===== config.mk =====
export PLATFORM = sky130hd
export DESIGN_NAME = iova_walker
export DESIGN_NICKNAME = d
export VERILOG_FILES = /design/src/rtl/iova_walk_pkg.sv /design/src/rtl/iova_walk_fsm.sv /design/src/rtl/iova_walk_path.sv /design/src/rtl/iova_fault_hold.sv /design/src/rtl/iova_walker.sv
export SDC_FILE = /design/constraint.sdc
export NUM_CORES = 1
export LEC_CHECK = 0
export BUFFER_PORTS_ARGS = -buffer_cell sky130_fd_sc_hd__buf_2
export CAP_MARGIN = 20
export CORE_UTILIZATION = 45
export DETAILED_ROUTE_END_ITERATION = 16
export GPL_TIMING_DRIVEN = 1
export HOLD_SLACK_MARGIN = 0.06
export PLACE_DENSITY_LB_ADDON = 0.12
export REMOVE_ABC_BUFFERS = 1
export SLEW_MARGIN = 25
export SYNTH_ARGS = -nofsm -noshare
export SYNTH_HDL_FRONTEND = slang
export SYNTH_HIERARCHICAL = 1
export SYNTH_SLANG_ARGS = --single-unit

===== constraint.sdc =====
create_clock -name clk_i -period 2.2 [get_ports clk_i]
set_input_delay 0.11 -clock clk_i [delete_from_list [all_inputs] [get_ports clk_i]]
set_output_delay 0.11 -clock clk_i [all_outputs]
set_load 0.05 [all_outputs]

===== src/rtl/iova_walk_pkg.sv =====
package iova_walk_pkg;
  parameter int unsigned ADDR_W      = 32;
  parameter int unsigned L1_IDX_W    = 12;
  parameter int unsigned L2_IDX_W    = 8;
  parameter int unsigned PG_OFF_W    = 12;
  parameter int unsigned ENT_SHIFT   = 2;   // four-byte entries
  parameter int unsigned TBL_ALIGN_W = 10;  // leaf tables are 1 KiB aligned
  parameter int unsigned ACI_W       = 4;
  parameter int unsigned ACI_LSB     = 4;
  parameter int unsigned LEAF_OK_BIT = 1;
  parameter int unsigned DIR_TAG_W   = 2;
  parameter logic [DIR_TAG_W-1:0] DIR_TAG_OK = 2'b01;

  localparam int unsigned L1_IDX_LSB = PG_OFF_W + L2_IDX_W;

  typedef logic [ADDR_W-1:0] addr_t;
  typedef logic [ACI_W-1:0]  aci_t;

  typedef enum logic [2:0] {
    ST_IDLE, ST_READ_L1, ST_WAIT_L1, ST_READ_L2, ST_WAIT_L2, ST_DONE
  } walk_st_e;

  typedef enum logic [1:0] {
    FLT_NONE = 2'd0,
    FLT_DIR  = 2'd1,
    FLT_LEAF = 2'd2
  } flt_e;

  function automatic addr_t dir_entry_addr(input addr_t base, input addr_t va);
    addr_t idx;
    idx = addr_t'(va[ADDR_W-1:L1_IDX_LSB]);
    return base + (idx << ENT_SHIFT);
  endfunction

  function automatic addr_t leaf_tbl_base(input addr_t dte);
    return {dte[ADDR_W-1:TBL_ALIGN_W], TBL_ALIGN_W'(0)};
  endfunction

  function automatic addr_t leaf_entry_addr(input addr_t tbl, input addr_t va);
    addr_t idx;
    idx = addr_t'(va[L1_IDX_LSB-1:PG_OFF_W]);
    return tbl + (idx << ENT_SHIFT);
  endfunction

  function automatic logic dir_entry_ok(input addr_t dte);
    return dte[DIR_TAG_W-1:0] == DIR_TAG_OK;
  endfunction

  function automatic logic leaf_entry_ok(input addr_t pte);
    return pte[LEAF_OK_BIT];
  endfunction

  function automatic addr_t leaf_phys(input addr_t pte, input addr_t va);
    return {pte[ADDR_W-1:PG_OFF_W], va[PG_OFF_W-1:0]};
  endfunction

  function automatic aci_t leaf_aci(input addr_t pte);
    return pte[ACI_LSB +: ACI_W];
  endfunction
endpackage


===== src/rtl/iova_walk_fsm.sv =====
module iova_walk_fsm
  import iova_walk_pkg::*;
(
  input  logic     clk_i,
  input  logic     rst_ni,
  input  logic     req_valid_i,
  input  logic     xlat_en_i,
  input  logic     mem_rvalid_i,
  input  logic     dir_ok_i,
  input  logic     leaf_ok_i,
  output walk_st_e state_o,
  output logic     ev_accept_o,
  output logic     ev_bypass_o,
  output logic     ev_dir_ok_o,
  output logic     ev_dir_flt_o,
  output logic     ev_leaf_ok_o,
  output logic     ev_leaf_flt_o
);
  walk_st_e st_q, st_d;

  always_comb begin
    ev_accept_o   = (st_q == ST_IDLE) && req_valid_i;
    ev_bypass_o   = ev_accept_o && !xlat_en_i;
    ev_dir_ok_o   = (st_q == ST_WAIT_L1) && mem_rvalid_i && dir_ok_i;
    ev_dir_flt_o  = (st_q == ST_WAIT_L1) && mem_rvalid_i && !dir_ok_i;
    ev_leaf_ok_o  = (st_q == ST_WAIT_L2) && mem_rvalid_i && leaf_ok_i;
    ev_leaf_flt_o = (st_q == ST_WAIT_L2) && mem_rvalid_i && !leaf_ok_i;
  end

  always_comb begin
    st_d = st_q;
    unique case (st_q)
      ST_IDLE: begin
        if (ev_accept_o) st_d = xlat_en_i ? ST_READ_L1 : ST_DONE;
      end
      ST_READ_L1: st_d = ST_WAIT_L1;
      ST_WAIT_L1: begin
        if (ev_dir_ok_o)       st_d = ST_READ_L2;
        else if (ev_dir_flt_o) st_d = ST_DONE;
      end
      ST_READ_L2: st_d = ST_WAIT_L2;
      ST_WAIT_L2: begin
        if (mem_rvalid_i) st_d = ST_DONE;
      end
      ST_DONE: st_d = ST_IDLE;
      default: st_d = ST_IDLE;
    endcase
  end

  always_ff @(posedge clk_i or negedge rst_ni) begin
    if (!rst_ni) st_q <= ST_IDLE;
    else         st_q <= st_d;
  end

  assign state_o = st_q;
endmodule


===== src/rtl/iova_walk_path.sv =====
module iova_walk_path
  import iova_walk_pkg::*;
(
  input  logic     clk_i,
  input  logic     rst_ni,
  input  walk_st_e state_i,
  input  logic     ev_accept_i,
  input  logic     ev_bypass_i,
  input  logic     ev_dir_ok_i,
  input  logic     ev_dir_flt_i,
  input  logic     ev_leaf_ok_i,
  input  logic     ev_leaf_flt_i,
  input  addr_t    dir_base_i,
  input  addr_t    req_va_i,
  input  addr_t    mem_rdata_i,
  output addr_t    mem_addr_o,
  output logic     dir_ok_o,
  output logic     leaf_ok_o,
  output addr_t    va_o,
  output addr_t    pa_o,
  output aci_t     aci_o,
  output flt_e     flt_o
);
  addr_t va_q, tbl_q, pa_q;
  aci_t  aci_q;
  flt_e  flt_q;

  assign dir_ok_o  = dir_entry_ok(mem_rdata_i);
  assign leaf_ok_o = leaf_entry_ok(mem_rdata_i);

  always_comb begin
    if (state_i == ST_READ_L2) mem_addr_o = leaf_entry_addr(tbl_q, va_q);
    else                       mem_addr_o = dir_entry_addr(dir_base_i, va_q);
  end

  always_ff @(posedge clk_i or negedge rst_ni) begin
    if (!rst_ni) begin
      va_q  <= '0;
      tbl_q <= '0;
    end else begin
      if (ev_accept_i) va_q  <= req_va_i;
      if (ev_dir_ok_i) tbl_q <= leaf_tbl_base(mem_rdata_i);
    end
  end

  always_ff @(posedge clk_i or negedge rst_ni) begin
    if (!rst_ni) begin
      pa_q  <= '0;
      aci_q <= '0;
      flt_q <= FLT_NONE;
    end else if (ev_bypass_i) begin
      pa_q  <= req_va_i;
      aci_q <= '0;
      flt_q <= FLT_NONE;
    end else if (ev_dir_flt_i) begin
      pa_q  <= '0;
      aci_q <= '0;
      flt_q <= FLT_DIR;
    end else if (ev_leaf_flt_i) begin
      pa_q  <= '0;
      aci_q <= '0;
      flt_q <= FLT_LEAF;
    end else if (ev_leaf_ok_i) begin
      pa_q  <= leaf_phys(mem_rdata_i, va_q);
      aci_q <= leaf_aci(mem_rdata_i);
      flt_q <= FLT_NONE;
    end
  end

  assign va_o  = va_q;
  assign pa_o  = pa_q;
  assign aci_o = aci_q;
  assign flt_o = flt_q;
endmodule


===== src/rtl/iova_fault_hold.sv =====
module iova_fault_hold
  import iova_walk_pkg::*;
(
  input  logic  clk_i,
  input  logic  rst_ni,
  input  logic  clear_i,
  input  logic  capture_i,
  input  addr_t va_i,
  output addr_t fault_va_o
);
  addr_t hold_q;

  always_ff @(posedge clk_i or negedge rst_ni) begin
    if (!rst_ni)        hold_q <= '0;
    else if (clear_i)   hold_q <= '0;
    else if (capture_i) hold_q <= va_i;
  end

  assign fault_va_o = hold_q;
endmodule


===== src/rtl/iova_walker.sv =====
module iova_walker
  import iova_walk_pkg::*;
(
  input  logic              clk_i,
  input  logic              rst_ni,
  input  logic              xlat_en_i,
  input  logic [ADDR_W-1:0] dir_base_i,
  input  logic              req_valid_i,
  input  logic [ADDR_W-1:0] req_va_i,
  output logic              req_ready_o,
  output logic              mem_req_o,
  output logic [ADDR_W-1:0] mem_addr_o,
  input  logic              mem_rvalid_i,
  input  logic [ADDR_W-1:0] mem_rdata_i,
  output logic              rsp_valid_o,
  output logic [ADDR_W-1:0] rsp_pa_o,
  output logic [ACI_W-1:0]  rsp_aci_o,
  output logic [1:0]        rsp_fault_o,
  output logic [ADDR_W-1:0] fault_va_o
);
  walk_st_e state;
  logic ev_accept, ev_bypass, ev_dir_ok, ev_dir_flt, ev_leaf_ok, ev_leaf_flt;
  logic dir_ok, leaf_ok;
  addr_t va_cur;
  flt_e  flt;

  iova_walk_fsm u_fsm (
    .clk_i         (clk_i),
    .rst_ni        (rst_ni),
    .req_valid_i   (req_valid_i),
    .xlat_en_i     (xlat_en_i),
    .mem_rvalid_i  (mem_rvalid_i),
    .dir_ok_i      (dir_ok),
    .leaf_ok_i     (leaf_ok),
    .state_o       (state),
    .ev_accept_o   (ev_accept),
    .ev_bypass_o   (ev_bypass),
    .ev_dir_ok_o   (ev_dir_ok),
    .ev_dir_flt_o  (ev_dir_flt),
    .ev_leaf_ok_o  (ev_leaf_ok),
    .ev_leaf_flt_o (ev_leaf_flt)
  );

  iova_walk_path u_path (
    .clk_i         (clk_i),
    .rst_ni        (rst_ni),
    .state_i       (state),
    .ev_accept_i   (ev_accept),
    .ev_bypass_i   (ev_bypass),
    .ev_dir_ok_i   (ev_dir_ok),
    .ev_dir_flt_i  (ev_dir_flt),
    .ev_leaf_ok_i  (ev_leaf_ok),
    .ev_leaf_flt_i (ev_leaf_flt),
    .dir_base_i    (dir_base_i),
    .req_va_i      (req_va_i),
    .mem_rdata_i   (mem_rdata_i),
    .mem_addr_o    (mem_addr_o),
    .dir_ok_o      (dir_ok),
    .leaf_ok_o     (leaf_ok),
    .va_o          (va_cur),
    .pa_o          (rsp_pa_o),
    .aci_o         (rsp_aci_o),
    .flt_o         (flt)
  );

  iova_fault_hold u_hold (
    .clk_i      (clk_i),
    .rst_ni     (rst_ni),
    .clear_i    (ev_accept),
    .capture_i  (ev_dir_flt || ev_leaf_flt),
    .va_i       (va_cur),
    .fault_va_o (fault_va_o)
  );

  assign req_ready_o = (state == ST_IDLE);
  assign mem_req_o   = (state == ST_READ_L1) || (state == ST_READ_L2);
  assign rsp_valid_o = (state == ST_DONE);
  assign rsp_fault_o = flt;
endmodule


# Word level (Yosys, flattened, before mapping)
# Cells that the tools add are included.
totals:
  regBits: 127
  input_bits: 101
  output_inout_bits: 105
  word_cells: 56
op_classes:
  addsub: 2
  eq_ne: 9
  muxes: 21
  n_reduce_logical: 17
op_table:
  columns: ["operator", "count"]
  rows:
  - ["32-bit 2-to-1 mux", 7]
  - ["32-bit by 10-bit adder with 32-bit output", 1]
  - ["32-bit by 14-bit adder with 32-bit output", 1]
  - ["4-bit 2-to-1 mux", 4]
  - ["3-bit 2-to-1 mux", 5]
  - ["3-bit one-hot mux with 5 select lines", 1]
  - ["1-bit logical AND", 8]
  - ["2-bit 2-to-1 mux", 4]
  - ["3-bit by 2-bit == test with 1-bit output, second input constant", 2]
  - ["3-bit == test, second input constant", 2]
  - ["4-bit nonzero test", 1]
  - ["3-bit by 1-bit == test with 1-bit output, second input constant", 1]
  - ["1-bit zero test", 3]
  - ["3-bit zero test", 1]
  - ["3-bit inequality test, second input constant", 1]
  - ["3-bit AND reduction", 1]
  - ["2-bit by 1-bit == test with 1-bit output, second input constant", 1]
  - ["1-bit logical OR", 2]
  - ["2-bit by 1-bit inequality test with 1-bit output, second input constant", 1]
  - ["2-bit inequality test, second input constant", 1]
  - ["2-bit nonzero test", 1]

# Logic depth before layout (Yosys ltp)
# Gate-level depths: netlist (run 1).
depth:
  depth_word: 7
  ltp_mapped: 9
  ltp_nobuf: 8

# Hierarchy
# Netlist (run 1), hierarchy kept.
by_module_without_submodules:
  columns: ["mod", "instances", "cells_each", "area_each_um2", "seq_area_each_um2"]
  rows:
  - ["iova_walk_path", 1, 516, 4994.8, 2302.2]
  - ["iova_fault_hold", 1, 103, 1323.8, 800.8]
  - ["iova_walk_fsm", 1, 25, 212.7, 75.1]
  - ["iova_walker", 1, 4, 30.0, 0.0]

# Worst setup path after synthesis (run 1)
# OpenSTA, ideal clock, no wires.
synth_path:
  kind: "flip-flop to output port"
  start: "register u_path.va_q[20], in the netlist u_path/va_o[20]"
  end: "output port mem_addr_o[10]"
  arrival_ns: 2.949
  t_required_ns: 2.090
  setup_slack_ns: -0.859
  stages_incl_launch_ff: 9
  path_buffers: 0
  path_cell_list: "dfrtp_1 -> ha_1 -> fa_1 -> a211oi_1 -> o21ai_1 -> a31o_2 -> a21oi_1 -> xor2_1 -> o21ai_0"
synth_between:
  elab_chain_cells: 2
synth_rtl:
  columns: ["element", "line", "rtl"]
  rows:
  - ["start, declared", "iova_walk_path.sv:24", "addr_t va_q, tbl_q, pa_q;"]
  - ["start signal, assigned", "iova_walk_path.sv:41", "if (ev_accept_i) va_q <= req_va_i;"]
  - ["32-bit by 14-bit adder with 32-bit output", "iova_walk_pkg.sv:32", "return base + (idx << ENT_SHIFT);"]
  - ["32-bit 2-to-1 mux", "iova_walk_path.sv:32", "if (state_i == ST_READ_L2) mem_addr_o = leaf_entry_addr(tbl_q, va_q);"]
  - ["end, declared", "iova_walker.sv:12", "output logic [ADDR_W-1:0] mem_addr_o,"]
# No other way between the ends.

# Worst setup path in the final report (run 1)
layout_path:
  start: "register u_path.va_q[29], in the netlist u_path/va_o[29]"
  end: "output port mem_addr_o[27]"
# The elaborated chain is that of the path after synthesis.

==> flow_summary.ini, run 1 <==
[cells_and_area]
layout_common_cells = buf_2, dfrtp_1, nor2_1
final_common_cell = buf_2
final_util_pct = 70.1
area_growth_pct = 50.1
layout-drive-gt1-share_pct = 42.4
layoutNonFillerInstCount = 1147
nets = 1067
fin_area_mm2 = 0.00985

[clock_network]
clock_path_buffers = 2
clk_latency_ns = 0.42
numClockSinks = 127
htree_levels = 4
clk_pin_slew_ns = 0.06
cts_buffers = 17
clockRootBuffer = clkbuf_16
cts_tree = built

[drt]
drtIter0Drc = 306
drcViolationCount = 0
wl_met1_um = 8850
dr_wl_met3_um = 1280
final_antenna_net_count = 0
wl_met2_um = 9800
top_layer_used = met5
avgViaCountPerCell = 5.29
dr.pass1.iters = 7
wl_per_cell_um = 17.8
wl_um = 20400
via_count = 6071

[timing]
setup_ws_ns = -0.530
hold_viol_final = 0
timing.fmax_mhz = 366
relSlewSlack_pct = 64.6
rsz0062_at_grt = yes
setup_viol_count_final = 26
slew_viol_final = 0
fin_setup_tns_ns = -10.67
finalCritPeriodShare_pct = 124
period_needed_ns = 2.73
whs_ns = 0.0994
tightestPinTransition_ns = 0.531
fin_skew_ns = 0.00924

[worst_setup_path]
critical_path.endpoint_type = primary output
arrival_ns = 2.62
critical_path_class = register to primary output
path_max_fanout = 8
crit_required_ns = 2.09
cp-start-kind = register

[global_routing]
grt_overflow = 0
grt_usage_pct = 27.3
grt_pass1_vias = 6082
antenna_found_initial = 3
grt_pass1_wl_um = 31000
grt_max_degree = 55

[synth]
synth_top_flop_cell = dfrtp_1
avgSynthCellArea_um2 = 10.1
synth.distinct_cells = 53
synth_top_area_share_pct = 48.4
yosysWarnings = 6
seq_area_frac_synth_pct = 48.4
synthTopCellsByArea = dfrtp_1, mux2_2, mux2i_1, o21ai_0, nor2_1
synth_enable_flop_cells = 0
synth_seq_cells = 127
async_reset_ff_share_pct = 100
yosysTopAreaCell = dfrtp_1
synthCells = 648
post_synth_instance_area_mm2 = 0.00656

[status]
run_status = finished, violations left
violations = setup timing

[placement]
placed_area_mm2 = 0.00806
dp_hpwl_um = 13400
portBuffers = 201
gp_congestion = 0.853
dp.cells = 1044

[die]
std_cell_rows = 43
core_area_mm2 = 0.0140
start_util_pct = 46.7
die_w_um = 123
dieHeight_um = 123
io_pins = 206
die_area_mm2 = 0.0151

[pwr]
peakVddDrop_v = 0.00150
swShare_pct = 47.9
p_per_area_mw_per_mm2 = 1710
power_switching_mw = 8.06
p_int_mw = 8.77
seq_power_share_pct = 24.8
p_leak_nw = 4.49
comb_power_share_pct = 58.3
clock_power_share_pct = 16.9

[worst_hold_path]
min_path_type = primary input to register

[job]
drv_cap = 0
per-layer routing:
metal,global-route usage (%),vias to the layer above
met5,0,-
met1,34.8,2942
met3,6.32,35
li1,-,2872
met2,44.6,220
met4,11.4,2
layout make-up:
type	count	area (µm²)
Antenna cell	2	5.00
Tap cell	180	225
Timing Repair Buffer	323	2330
Inverter	11	41.3
Fill cell	1036	4190
Clock buffer	21	460
Sequential cell	127	3180
Clock inverter	10	138
Multi-Input combinational cell	473	3470
synth_stat cells (4+ instances only):
cell      count
buf_1         5
nor2_1       78
a31oi_1       7
dfrtp_1     127
xor2_1        6
nand2_1      71
mux2_2       56
mux2i_1      37
o21ai_1       5
nor2b_1       6
a21oi_1      45
a211oi_1      9
clkbuf_1     26
inv_1        11
nand3_1       8
ha_1         12
o21ai_0      60
a21o_1        4
nor3_1        4
xnor2_1      20
worst max-delay path: stages (launching register included):
cell       delay [ns]
dfrtp_1          0.41
ha_4             0.31
nand4_1          0.19
nor2_4           0.22
o2111ai_4        0.24
a311oi_2         0.36
xnor2_1          0.12
o21ai_1          0.17
buf_6            0.18
flip-flops by register name (all words and copies together) (netlist names):
signal	cells
u_path/flt_o	2
u_path/tbl_q	22
u_hold/fault_va_o	32
u_path/va_o	32
u_path/aci_o	4
u_path/pa_o	32
u_fsm/state_o	3
power groups by stage:
stage	Clock [mW]	Combinational, mW	Sequential [mW]
3_5_place_dp	0	8.63	4.15
5_1_grt	2.99	10.4	4.28
2_1_floorplan	0	4.16	6.00
3_3_place_gp	0	8.52	4.07
6_report	2.85	9.81	4.16
4_1_cts	2.89	9.54	4.14
repair_timing:
item,in CTS,in global routing
gates resized for setup,105,24
buffers inserted,5,3
hold buffers,61,0
gates cloned,1,1
endpoints found under the hold margin,143,0
endpoints found under the setup margin,30,48
pin swaps,43,31
cells by family after synthesis:
family	Yosys count	share of synthesized area, %
xor+xnor	26	3.47
flops	127	48.4
compound gates	142	12.5
mux	93	15.3
fa+ha+maj	13	2.59
simple gates	198	14.0
buf+inv	49	3.76
final timing paths:
check	from	endpoint	cells past startpoint	slack (ns)
max	u_path/va_o[29]	mem_addr_o[27]	8	-0.53
min	xlat_en_i	u_fsm/state_o[2]	4	0.1
max reg2reg	u_fsm/state_o[2]	u_hold/fault_va_o[0]	7	0.23
min reg2reg	u_path/tbl_q[31]	u_path/tbl_q[31]	1	0.50
max in group asynchronous	rst_ni	u_path/tbl_q[11]	3	1.30
min in group asynchronous	rst_ni	u_path/pa_o[2]	2	0.21
through the flow:
step           power [mW]  setup slack [ns]
6_report             16.8            -0.530
5_1_grt              17.7            -0.643
4_1_cts              16.6            -0.509
3_5_place_dp         12.8            -0.353
3_3_place_gp         12.6            -0.338
2_1_floorplan        10.2             -2.69
Power figures use the tool's default switching activity.
==> run 2, diff against run 1 <==
--- a/config.mk
+++ b/config.mk
@@ -8,6 +8,7 @@
 export BUFFER_PORTS_ARGS = -buffer_cell sky130_fd_sc_hd__buf_2
 export CAP_MARGIN = 20
 export CORE_UTILIZATION = 45
+export CTS_BUF_LIST = sky130_fd_sc_hd__clkbuf_8
 export DETAILED_ROUTE_END_ITERATION = 16
 export GPL_TIMING_DRIVEN = 1
 export HOLD_SLACK_MARGIN = 0.06
@@ -18,3 +19,4 @@
 export SYNTH_HDL_FRONTEND = slang
 export SYNTH_HIERARCHICAL = 1
 export SYNTH_SLANG_ARGS = --single-unit
+export TNS_END_PERCENT = 10
==> constraint.sdc (replaced) <==
create_clock -name clk_i -period 2.9 [get_ports clk_i]
set_input_delay 0.145 -clock clk_i [delete_from_list [all_inputs] [get_ports clk_i]]
set_output_delay 0.145 -clock clk_i [all_outputs]
set_load 0.05 [all_outputs]
==> run 2 against run 1 <==
The run now ends clean. Largest cell class unchanged. Clock skew about the same. Cell count down 3.3%. Final area down 6.8%. Power down 32%. Non-clock buffer count down 39. Flip-flop and latch count unchanged. Worst hold slack better by 0.014 ns. Via count down 3.0%. Critical endpoint unchanged. First-iteration DRC count down 9.5%. Highest routed layer is now met4.
==> flow_summary.ini, run 2 (synthesis results as in run 1) <==
[timing]
hold_viol_final = 0
finalCritPeriodShare_pct = 99.8
relSlewSlack_pct = 40.2
period_needed_ns = 2.89
slew_viol_final = 0
fin_setup_tns_ns = 0
rsz0062_at_grt = yes
tightestPinTransition_ns = 0.897
timing.fmax_mhz = 346
setup_ws_ns = 0.00639
fin_skew_ns = 0.00882
setup_viol_count_final = 0

[die]
die_area_mm2 = 0.0151
std_cell_rows = 43
dieHeight_um = 123
die_w_um = 123
core_area_mm2 = 0.0140
start_util_pct = 46.7
io_pins = 206

[pwr]
total_power_mw = 11.5
comb_power_share_pct = 58.6
p_leak_nw = 4.17
clock_power_share_pct = 13.9
swShare_pct = 50.6
seq_power_share_pct = 27.5
peakVddDrop_v = 0.00106
power_switching_mw = 5.82
p_int_mw = 5.68
p_per_area_mw_per_mm2 = 1250

[drt]
drtIter0Drc = 277
wl_per_cell_um = 17.4
wl_um = 19300
drcViolationCount = 0
dr.pass1.iters = 5
final_antenna_net_count = 0
avgViaCountPerCell = 5.31
via_count = 5886

[cells_and_area]
nFillCells = 1131
area_growth_pct = 39.9
seq_area_mm2 = 0.00318
nets = 1028
final_common_cell = buf_2
layout_common_cells = buf_2, dfrtp_1, nor2_1
layout-drive-gt1-share_pct = 38.0
multi_input_area_mm2 = 0.00338

[worst_setup_path]
reg2reg_from = u_fsm/state_o[0]
crit_path_end = mem_addr_o[27]
arrival_ns = 2.75
crit_start = u_path/va_o[28]
critical_path.endpoint_type = primary output
critical_path_class = register to primary output
path_max_fanout = 8
cp-start-kind = register
crit_required_ns = 2.76
ff2ff_path_depth = 8
rrSetupSlack_ns = 0.12
worst_r2r_endpoint = u_path/pa_o[20]

[clock_network]
cts_tree = built
clk_latency_ns = 0.44
clockRootBuffer = clkbuf_8
cts_buffers = 17
clock_path_buffers = 2
clk_pin_slew_ns = 0.07
htree_levels = 4
numClockSinks = 127

[worst_hold_path]
min_path_type = primary input to register

[global_routing]
grt_usage_pct = 26.2
grt_max_degree = 98
grt_overflow = 0
antenna_found_initial = 2
grt_pass1_vias = 5836
grt_pass1_wl_um = 29600

[placement]
portBuffers = 201
gp_congestion = 0.888
dp_hpwl_um = 12900
dp_slack_ns = 0.162

[job]
drv_cap = 0

[status]
run_status = finished, final reports clean
==> run 2: changes by cell type in the layout (fill, tap and decap cells not counted), moves of 5 or more <==
cell	change
buf_4	-30
buf_6	-18
clkbuf_16	-18
clkbuf_8	+18
o21ai_0	+12
o21ai_1	-8
buf_2	+7
o21ai_2	-6
a21oi_1	+5
==> run 2: what timing repair did <==
item                                    in CTS  in global routing
setup buffers                                2                  2
endpoints found under the setup margin      20                 25
gates resized for setup                     39                 47
pin swaps                                    8                 18
hold buffers                                65                  0
endpoints found under the hold margin      186                  0
gates cloned                                 1                  0
==> run 2: metal layers <==
layer	wire length [µm]	global-route usage [%]
met2	9220	43.0
met5	0	0
met4	282	8.46
met1	8570	33.4
met3	1230	7.34
==> run 2: final cells by class <==
class / instances / area share, %
multi-input cells: 473 / 36.8
flip-flops and latches: 127 / 34.6
inverters: 11 / 0.450
clock inverters: 12 / 1.54
diodes: 2 / 0.0545
well taps: 180 / 2.45
clock buffers: 20 / 3.00
repair buffers: 284 / 21.1
==> run 2: worst min path at each step <==
stage	from	end	slack [ns]	cells past startpoint
floorplan	rst_ni	u_fsm/state_o[0]	-0.15	0
global placement	rst_ni	u_path/aci_o[0]	0.30	1
detailed placement	rst_ni	u_path/aci_o[0]	0.31	1
CTS	mem_rdata_i[1]	u_path/flt_o[1]	0.08	4
global route	mem_rdata_i[1]	u_path/flt_o[1]	0.09	4
finish	mem_rdata_i[1]	u_path/flt_o[1]	0.11	4
==> run 2: power by group through the flow <==
stage	Clock (mW)	Combinational (mW)	Sequential [mW]
6_report	1.60	6.74	3.16
5_1_grt	1.73	7.16	3.26
4_1_cts	1.64	6.57	3.15
3_5_place_dp	0	6.21	3.16
3_3_place_gp	0	6.10	3.10
2_1_floorplan	0	3.16	4.55
==> run 2: stage by stage <==
step           hold WS, ns  instances  instance area, µm²  util (%)
2_1_floorplan       -0.151        610                6360         -
3_3_place_gp         0.297       1005                7750      55.2
3_5_place_dp         0.305       1005                7750      55.2
4_1_cts             0.0788       1105                9020      64.2
5_1_grt             0.0934       1107                9180      65.3
6_report             0.114       1109                9180      65.4
==> run 2: critical path: stages, from the launching register on <==
cell	delay (ns)
dfrtp_2	0.44
ha_4	0.32
nand4_1	0.18
nor2_4	0.21
o2111ai_4	0.28
a311oi_2	0.38
xnor2_1	0.13
o21ai_1	0.19
buf_6	0.18
==> run 3, diff against run 2 <==
==> constraint.sdc (replaced) <==
create_clock -name clk_i -period 2.9 [get_ports clk_i]
set_input_delay 0.58 -clock clk_i [delete_from_list [all_inputs] [get_ports clk_i]]
set_output_delay 0.58 -clock clk_i [all_outputs]
set_load 0.05 [all_outputs]
==> run 3 against run 2 <==
Routed wire length decreased by 2.3%. Die area unchanged. The flow now finishes with violations (setup timing). Critical path type unchanged. Count of clock-buffer cells in the layout decreased by 2. Flip-flop and latch count unchanged.
==> flow_summary.ini, run 3 (synthesis results as in run 1) <==
[die]
die_w_um = 123
io_pins = 206
die_area_mm2 = 0.0151
std_cell_rows = 43
core_area_mm2 = 0.0140
dieHeight_um = 123
start_util_pct = 46.7

[pwr]
clock_power_share_pct = 13.5
power_switching_mw = 5.94
p_leak_nw = 4.08
seq_power_share_pct = 26.4
swShare_pct = 50.0
p_int_mw = 5.93
comb_power_share_pct = 60.1
p_per_area_mw_per_mm2 = 1330
peakVddDrop_v = 0.000900

[status]
violations = setup timing
run_status = finished, violations left

[worst_setup_path]
path_max_fanout = 8
cpLargestDelayFamily = compound AO/OA/AOI/OAI gates
critPathMaxStageDelay_ns = 0.43
crit_buf_inv = 1
arrival_ns = 2.63
slowest_stage = dfrtp_1
critical_path.endpoint_type = primary output
crit_chain = ha_4 > nand4_1 > nor2_4 > o2111ai_4 > a311oi_2 > xnor2_1 > o21ai_1 > buf_6
cp-start-kind = register
crit_required_ns = 2.32
critical_path_class = register to primary output

[cells_and_area]
area_growth_pct = 35.5
layout-drive-gt1-share_pct = 44.0
nFillCells = 1185
layout_common_cells = buf_2, dfrtp_1, nor2_1
multi_input_area_mm2 = 0.00342
seq_area_mm2 = 0.00318
nets = 996
final_common_cell = buf_2

[clock_network]
numClockSinks = 127
clk_pin_slew_ns = 0.08
clk_latency_ns = 0.43
clockRootBuffer = clkbuf_8
cts_tree = built
htree_levels = 4
clock_path_buffers = 2
holdBufCountCts = 0
cts_buffers = 17

[drt]
avgViaCountPerCell = 5.35
final_antenna_net_count = 0
drcViolationCount = 0
dr.pass1.iters = 5
via_count = 5760
drtIter0Drc = 300
wl_per_cell_um = 17.5
wl_um = 18900

[timing]
setup_ws_ns = -0.309
fin_setup_tns_ns = -4.95
setup_viol_count_final = 25
whs_ns = 0.0916
slew_viol_final = 0
timing.fmax_mhz = 312
rsz0062_at_grt = yes
relSlewSlack_pct = 46.2
finalCritPeriodShare_pct = 111
period_needed_ns = 3.21
hold_viol_final = 0
fin_skew_ns = 0.0113
tightestPinTransition_ns = 0.806

[global_routing]
grt_max_degree = 65
antenna_found_initial = 2
grt_overflow = 0
grt_pass1_wl_um = 30000
grt_usage_pct = 26.4
grt_pass1_vias = 5827

[placement]
portBuffers = 201
dp_hpwl_um = 13000
dp_slack_ns = -0.455
gp_congestion = 0.822

[job]
drv_cap = 0

[worst_hold_path]
min_path_type = primary input to async pin
run 3: stage by stage:
| stage | util [%] | instances | instance area [µm²] | power [mW] |
|---|---|---|---|---|
| 2_1_floorplan | - | 610 | 6360 | 7.71 |
| 3_3_place_gp | 57.1 | 1036 | 8010 | 9.53 |
| 3_5_place_dp | 57.1 | 1036 | 8010 | 9.67 |
| 4_1_cts | 62.7 | 1073 | 8810 | 11.8 |
| 5_1_grt | 63.3 | 1074 | 8890 | 12.6 |
| 6_report | 63.3 | 1076 | 8890 | 11.9 |
run 3: area by class of cell:
class	instances	area share, %
repair buffers	252	18.1
flip-flops and latches	127	35.7
multi-input cells	473	38.4
inverters	11	0.464
clock inverters	13	1.86
clock buffers	18	2.79
well taps	180	2.53
diodes	2	0.0563
run 3: final timing paths:
path	startpoint	endpoint	slack, ns	cells after the start
min in group clk_i	mem_rdata_i[10]	u_path/tbl_q[10]	0.39	2
min reg2reg	u_path/tbl_q[15]	u_path/tbl_q[15]	0.51	1
max reg2reg	u_fsm/state_o[2]	u_hold/fault_va_o[0]	0.48	7
max	u_path/va_o[26]	mem_addr_o[27]	-0.31	8
min	rst_ni	u_path/pa_o[11]	0.09	1
max in group asynchronous	rst_ni	u_hold/fault_va_o[21]	2.09	2
run 3: what timing repair did:
| item | CTS | global route |
|---|---|---|
| resized for setup | 90 | 21 |
| setup endpoints to repair | 26 | 27 |
| buffers inserted | 6 | 1 |
| pin swaps | 29 | 11 |
| gates cloned | 1 | 0 |
run 3: worst register-to-register path: stages (launching register included):
cell and delay (ns):
dfrtp_1 0.48, nand2b_1 0.21, nor3b_2 0.20, and2_1 0.23, or2_2 0.55, buf_12 0.29, mux2i_1 0.24, nor2_1 0.06
run 3: metal layers:
metal	GRT usage [%]	wire (µm)	vias to the layer above
met5	0	0	-
met4	8.31	335	0
met3	5.99	1060	22
met2	42.0	8850	205
met1	35.7	8610	2810
li1	-	-	2723
run 3: power groups by stage:
stage | clock network [mW] | logic (mW) | registers, mW
6_report | 1.60 | 7.13 | 3.14
2_1_floorplan | 0 | 3.16 | 4.55
4_1_cts | 1.64 | 7.04 | 3.13
3_5_place_dp | 0 | 6.52 | 3.14
3_3_place_gp | 0 | 6.43 | 3.10
5_1_grt | 1.72 | 7.59 | 3.25
